==> config.mk <==
export PLATFORM = sky130hd
export DESIGN_NAME = irq_vector_ctrl
export DESIGN_NICKNAME = d
export VERILOG_FILES = /design/src/rtl/irqv_pkg.sv /design/src/rtl/irqv_edge_filter.sv /design/src/rtl/irqv_flag_bank.sv /design/src/rtl/irqv_prio.sv /design/src/rtl/irq_vector_ctrl.sv
export SDC_FILE = /design/constraint.sdc
export NUM_CORES = 1
export LEC_CHECK = 0
export ABC_AREA = 1
export BUFFER_PORTS_ARGS = -buffer_cell sky130_fd_sc_hd__buf_2
export CAP_MARGIN = 20
export CORE_UTILIZATION = 48
export DETAILED_ROUTE_END_ITERATION = 10
export HOLD_SLACK_MARGIN = 0.05
export PLACE_DENSITY = 0.79
export SKIP_CTS_REPAIR_TIMING = 1
export SLEW_MARGIN = 30
export SYNTH_ARGS = -nofsm -noshare
export SYNTH_HDL_FRONTEND = slang
export SYNTH_SLANG_ARGS = --single-unit
==> constraint.sdc <==
create_clock -name clk -period 2.7 [get_ports clk]
set_input_delay 0.27 -clock clk [delete_from_list [all_inputs] [get_ports clk]]
set_output_delay 0.27 -clock clk [all_outputs]
set_load 0.01 [all_outputs]
==> src/rtl/irqv_pkg.sv <==
package irqv_pkg;

  typedef enum logic [1:0] {
    GIE_HOLD = 2'd0,
    GIE_SET  = 2'd1,
    GIE_CLR  = 2'd2
  } gie_op_e;

  function automatic gie_op_e gie_decode(input logic set_cmd, input logic clr_cmd);
    if (clr_cmd)      return GIE_CLR;
    else if (set_cmd) return GIE_SET;
    else              return GIE_HOLD;
  endfunction

endpackage

==> src/rtl/irqv_edge_filter.sv <==
module irqv_edge_filter #(
  parameter int SYNC_STAGES = 2,
  parameter int FILT_LEN    = 8
) (
  input  logic clk,
  input  logic rst,
  input  logic pin_i,
  input  logic bypass_i,
  input  logic fall_i,
  output logic edge_o
);
  localparam int CW = (FILT_LEN > 2) ? $clog2(FILT_LEN) : 1;
  localparam logic [CW-1:0] CNT_LAST = CW'(FILT_LEN - 1);

  logic [SYNC_STAGES-1:0] sync_q;
  logic                   sample;
  logic                   filt_q;
  logic [CW-1:0]          run_q;
  logic                   lvl;
  logic                   prev_q;

  generate
    if (SYNC_STAGES == 1) begin : g_sync1
      always_ff @(posedge clk) begin
        if (rst) sync_q <= '0;
        else     sync_q <= pin_i;
      end
    end else begin : g_syncn
      always_ff @(posedge clk) begin
        if (rst) sync_q <= '0;
        else     sync_q <= {sync_q[SYNC_STAGES-2:0], pin_i};
      end
    end
  endgenerate

  assign sample = sync_q[SYNC_STAGES-1];

  // Accept a new level only after it has been seen for FILT_LEN samples in a row
  always_ff @(posedge clk) begin
    if (rst) begin
      filt_q <= 1'b0;
      run_q  <= '0;
    end else if (sample != filt_q) begin
      if (run_q == CNT_LAST) begin
        filt_q <= sample;
        run_q  <= '0;
      end else begin
        run_q <= run_q + 1'b1;
      end
    end else begin
      run_q <= '0;
    end
  end

  assign lvl = bypass_i ? sample : filt_q;

  always_ff @(posedge clk) begin
    if (rst) prev_q <= 1'b0;
    else     prev_q <= lvl;
  end

  assign edge_o = fall_i ? (prev_q & ~lvl) : (lvl & ~prev_q);

endmodule

==> src/rtl/irqv_flag_bank.sv <==
module irqv_flag_bank #(
  parameter int NUM_SRC = 10
) (
  input  logic               clk,
  input  logic               rst,
  input  logic [NUM_SRC-1:0] set_i,
  input  logic               wr_en,
  input  logic [NUM_SRC-1:0] wr_data,
  output logic [NUM_SRC-1:0] flag_o
);
  logic [NUM_SRC-1:0] flag_q;

  generate
    for (genvar i = 0; i < NUM_SRC; i++) begin : g_flag
      logic sw_clr;
      assign sw_clr = wr_en & ~wr_data[i];
      always_ff @(posedge clk) begin
        if (rst) flag_q[i] <= 1'b0;
        else     flag_q[i] <= set_i[i] | (flag_q[i] & ~sw_clr);
      end
    end
  endgenerate

  assign flag_o = flag_q;

endmodule

==> src/rtl/irqv_prio.sv <==
module irqv_prio #(
  parameter int NUM_SRC    = 10,
  parameter int VEC_W      = 11,
  parameter int VEC_BASE   = 3,
  parameter int VEC_STRIDE = 3
) (
  input  logic [NUM_SRC-1:0] pend_i,
  output logic               any_o,
  output logic [VEC_W-1:0]   vec_o
);
  localparam int IDX_W = (NUM_SRC > 1) ? $clog2(NUM_SRC) : 1;

  logic [IDX_W-1:0] idx;

  // Scan downward so the lowest-numbered pending source is left in idx
  always_comb begin
    any_o = 1'b0;
    idx   = '0;
    for (int i = NUM_SRC - 1; i >= 0; i--) begin
      if (pend_i[i]) begin
        any_o = 1'b1;
        idx   = IDX_W'(i);
      end
    end
  end

  assign vec_o = any_o ? (VEC_W'(VEC_BASE) + VEC_W'(idx) * VEC_W'(VEC_STRIDE)) : '0;

endmodule

==> src/rtl/irq_vector_ctrl.sv <==
module irq_vector_ctrl #(
  parameter int NUM_SRC     = 10,
  parameter int VEC_W       = 11,
  parameter int VEC_BASE    = 3,
  parameter int VEC_STRIDE  = 3,
  parameter int SYNC_STAGES = 2,
  parameter int FILT_LEN    = 8
) (
  input  logic               clk,
  input  logic               rst,
  input  logic               ext_irq_pin,
  input  logic               filt_bypass,
  input  logic               edge_fall,
  input  logic [NUM_SRC-2:0] periph_evt,
  input  logic               flag_wr_en,
  input  logic [NUM_SRC-1:0] flag_wr_data,
  input  logic               mask_wr_en,
  input  logic [NUM_SRC-1:0] mask_wr_data,
  input  logic               cmd_eni,
  input  logic               cmd_disi,
  input  logic               cmd_reti,
  input  logic               irq_take,
  output logic [NUM_SRC-1:0] flags,
  output logic               gie,
  output logic               irq_req,
  output logic [VEC_W-1:0]   irq_vector
);
  import irqv_pkg::*;

  logic               ext_edge;
  logic [NUM_SRC-1:0] set_vec;
  logic [NUM_SRC-1:0] mask_q;
  logic               gie_q;
  logic               any_pend;
  logic [VEC_W-1:0]   vec_next;
  logic               req_q;
  logic [VEC_W-1:0]   vec_q;
  gie_op_e            gie_op;

  irqv_edge_filter #(
    .SYNC_STAGES(SYNC_STAGES),
    .FILT_LEN   (FILT_LEN)
  ) u_filt (
    .clk     (clk),
    .rst     (rst),
    .pin_i   (ext_irq_pin),
    .bypass_i(filt_bypass),
    .fall_i  (edge_fall),
    .edge_o  (ext_edge)
  );

  assign set_vec = {periph_evt, ext_edge};

  irqv_flag_bank #(.NUM_SRC(NUM_SRC)) u_flags (
    .clk    (clk),
    .rst    (rst),
    .set_i  (set_vec),
    .wr_en  (flag_wr_en),
    .wr_data(flag_wr_data),
    .flag_o (flags)
  );

  always_ff @(posedge clk) begin
    if (rst)             mask_q <= '0;
    else if (mask_wr_en) mask_q <= mask_wr_data;
  end

  assign gie_op = gie_decode(cmd_eni | cmd_reti, cmd_disi | (irq_take & req_q));

  always_ff @(posedge clk) begin
    if (rst) gie_q <= 1'b0;
    else begin
      case (gie_op)
        GIE_SET: gie_q <= 1'b1;
        GIE_CLR: gie_q <= 1'b0;
        default: gie_q <= gie_q;
      endcase
    end
  end

  irqv_prio #(
    .NUM_SRC   (NUM_SRC),
    .VEC_W     (VEC_W),
    .VEC_BASE  (VEC_BASE),
    .VEC_STRIDE(VEC_STRIDE)
  ) u_prio (
    .pend_i(flags & mask_q),
    .any_o (any_pend),
    .vec_o (vec_next)
  );

  always_ff @(posedge clk) begin
    if (rst) begin
      req_q <= 1'b0;
      vec_q <= '0;
    end else begin
      req_q <= gie_q & any_pend;
      vec_q <= (gie_q & any_pend) ? vec_next : '0;
    end
  end

  assign gie        = gie_q;
  assign irq_req    = req_q;
  assign irq_vector = vec_q;

endmodule

==> results.py <==
metrics = {
    "outcome": {
        "outcome": "finished clean",
    },
    "placed_design": {
        "gp_congestion": 0.869,
        "port_buffers": 57,
        "dp_hpwl_um": 2470,
        "placed_area_um2": 1960,
    },
    "synthesis": {
        "syn_avg_cell_area_um2": 8.13,
        "post-synth-top-count-cell": "dfxtp_1",
        "yosysUniqueCellTypes": 29,
        "synth.top_cells.by_count": "dfxtp_1 (35), nor2_1 (30), inv_1 (26)",
        "synth_ff_type": "dfxtp_1",
        "synthCells": 203,
        "ys_seq_elements": 35,
        "synth_top_area_cell": "dfxtp_1",
        "synth-async-reset-ratio_pct": 0,
        "ys_warn_count": 0,
        "syn-cell-area_um2": 1650,
        "synth_top_area_share_pct": 42.5,
        "synth.area.top_cells": "dfxtp_1 (42%), o21ai_0 (7.0%), nor2_1 (6.8%), inv_1 (5.9%), ha_1 (5.3%)",
        "seq_area_frac_synth_pct": 42.5,
        "synth-edff-count": 0,
    },
    "die": {
        "die_h_um": 60.6,
        "rows": 20,
        "dieArea_um2": 3680,
        "initial_utilization_pct": 52.3,
        "die_w_um": 60.6,
        "ios": 63,
        "core_um2": 3150,
    },
    "sta": {
        "max_freq_mhz": 472,
        "setup_tns_ns": 0,
        "drv_slew": 0,
        "period_share_pct": 78.5,
        "fin_crit_ns": 2.12,
        "setup_viol": 0,
        "skew_ns": 0.0127,
        "rsz0062_at_grt": "false",
        "hold_viol": 0,
    },
    "global_routing": {
        "track_usage_pct": 20.6,
        "grt_overflow": 0,
        "grt_max_degree": 16,
        "grt_pass1_wl_um": 5500,
        "grt_pass1_vias": 1340,
        "antenna_found_initial": 0,
    },
    "clock_network": {
        "insertion_delay_ns": 0.34,
        "cts_tree": "yes",
        "cts_buffers": 5,
        "cts_sinks": 35,
        "clk_pin_slew_worst_paths_ns": 0.10,
        "cts_htree_levels": 2,
        "cts_root_buf": "clkbuf_4",
        "cts.path.max_buffers": 2,
    },
    "detailed_routing": {
        "vias_per_cell": 4.59,
        "drc_errors": 0,
        "ant_nets": 0,
        "num_vias": 1414,
        "wl_per_cell_um": 10.4,
        "routed_wl_um": 3200,
        "drt-pass1-iter-count": 4,
        "drt-initial-drc-count": 39,
    },
    "setup_path": {
        "cp_max_fo": 6,
        "path_class": "flop to flop",
        "required_ns": 2.93,
        "critPathCaptureType": "flop",
        "critPathLaunchType": "flop",
        "cp_data_arrival_time_ns": 2.35,
        "reg2reg_slack_ns": 0.58,
    },
    "worst_hold_path": {
        "hold_path.class": "input pin to flop",
    },
    "pwr": {
        "pwr-share-comb_pct": 18.8,
        "irDropWorstVdd_mv": 0.408,
        "sw_frac_of_total_pct": 26.9,
        "power_density_nw_per_um2": 571,
        "clkPwrFrac_pct": 33.1,
        "p_leak_nw": 1.10,
        "seq_power_share_pct": 48.1,
        "cellInternalPower_uw": 854,
        "switchingPower_uw": 314,
    },
    "final_layout": {
        "layout.nets": 310,
        "antennaDiodeCount": 0,
        "fin_area_um2": 2040,
        "drive_gt1_share_pct": 36.0,
        "syn_to_final_growth_pct": 23.8,
    },
    "job": {
        "max-cap-violations": 0,
    },
}
[final timing paths]
path | startpoint | to | depth (start not counted)
max | u_flags.flag_o[0] | irq_vector[4] | 12
min | cmd_disi | gie | 2
max reg2reg | u_flags.flag_o[0] | irq_vector[4] | 12
min reg2reg | u_filt.sync_q[0] | u_filt.sync_q[1] | 2
[flip-flops by register name (all words and copies together), names as in the netlist]
name and flops:
u_filt.run_q 3, u_filt.filt_q 1, u_filt.prev_q 1, mask_q 10, irq_req 1, irq_vector 6
gie 1, u_flags.flag_o 10, u_filt.sync_q 2
[power by group through the flow]
stage | clock network [mW] | registers (mW) | logic [mW]
6_report | 0.386 | 0.562 | 0.220
5_1_grt | 0.419 | 0.566 | 0.251
4_1_cts | 0.397 | 0.562 | 0.220
3_5_place_dp | 0 | 0.574 | 0.219
3_3_place_gp | 0 | 0.573 | 0.215
2_1_floorplan | 0 | 0.578 | 0.151
[logic make-up (layout without fill, tap and decap cells)]
kind of cell | Yosys count | after routing | synth area share (%)
AND/OR/NAND/NOR | 78 | 78 | 27.4
buffers and inverters | 38 | 95 | 9.78
flip-flops | 35 | 35 | 42.5
AO/OA/AOI/OAI | 44 | 44 | 14.9
adder cells (fa/ha/maj) | 7 | 7 | 5.31
other | 1 | 5 | 0.227
[cell usage in the layout (no fill, tap or decap), drive strengths merged]
| cell type | netlist | final |
|---|---|---|
| ha | 7 | 7 |
| buf | 5 | 57 |
| nand4 | 2 | 2 |
| dfxtp | 35 | 35 |
| nand2 | 32 | 32 |
| conb | 1 | 5 |
| bufinv | 0 | 1 |
| clkinv | 1 | 2 |
| nor2 | 33 | 33 |
| inv | 29 | 29 |
| a21oi | 18 | 18 |
| nand3b | 1 | 1 |
| and3 | 1 | 1 |
| o31ai | 1 | 1 |
| nor3 | 1 | 1 |
| a2111oi | 1 | 1 |
| nor4 | 1 | 1 |
| clkbuf | 3 | 6 |
| nand3 | 7 | 7 |
| o21ai | 24 | 24 |
[cell type report]
| class | count | area (um2) |
|---|---|---|
| inverters | 30 | 113 |
| clock inverters | 2 | 35.0 |
| fillers | 290 | 1110 |
| flip-flops and latches | 35 | 701 |
| repair buffers | 57 | 285 |
| multi-input cells | 134 | 803 |
| clock buffers | 6 | 51.3 |
| well taps | 44 | 55.1 |
[through the flow]
step | hold slack [ns] | instances | util (%) | power (mW) | setup WS (ns)
2_1_floorplan | 0.339 | 207 | - | 0.729 | 0.705
3_3_place_gp | 0.395 | 300 | 62.1 | 0.788 | 0.641
3_5_place_dp | 0.401 | 300 | 62.1 | 0.793 | 0.598
4_1_cts | 0.0872 | 308 | 64.8 | 1.18 | 0.564
5_1_grt | 0.0761 | 308 | 64.8 | 1.24 | 0.404
6_report | 0.103 | 308 | 64.8 | 1.17 | 0.579
[critical path, cell delays in order, from the launching register on]
cell and delay, ns:
dfxtp_1 0.36, nand2_4 0.14, nand2_4 0.08, nor2_4 0.09, inv_2 0.07, nor4_1 0.29, ha_1 0.30, inv_1 0.05
ha_1 0.26, a21oi_1 0.18, nand3_1 0.10, nand2_1 0.06, nor2_1 0.03
[per-layer routing]
metal  GRT usage, %  routed length, um  vias to the layer above  share of wire (%)
li1               -                  -                      759                  -
met1           25.2               1510                      607                 47
met2           33.6               1460                       40                 46
met3           4.90                156                        8                4.9
met4           11.0                 71                        0                2.2
met5              0                  0                        -                  0
Note: power is estimated with default switching activity, not from simulation.
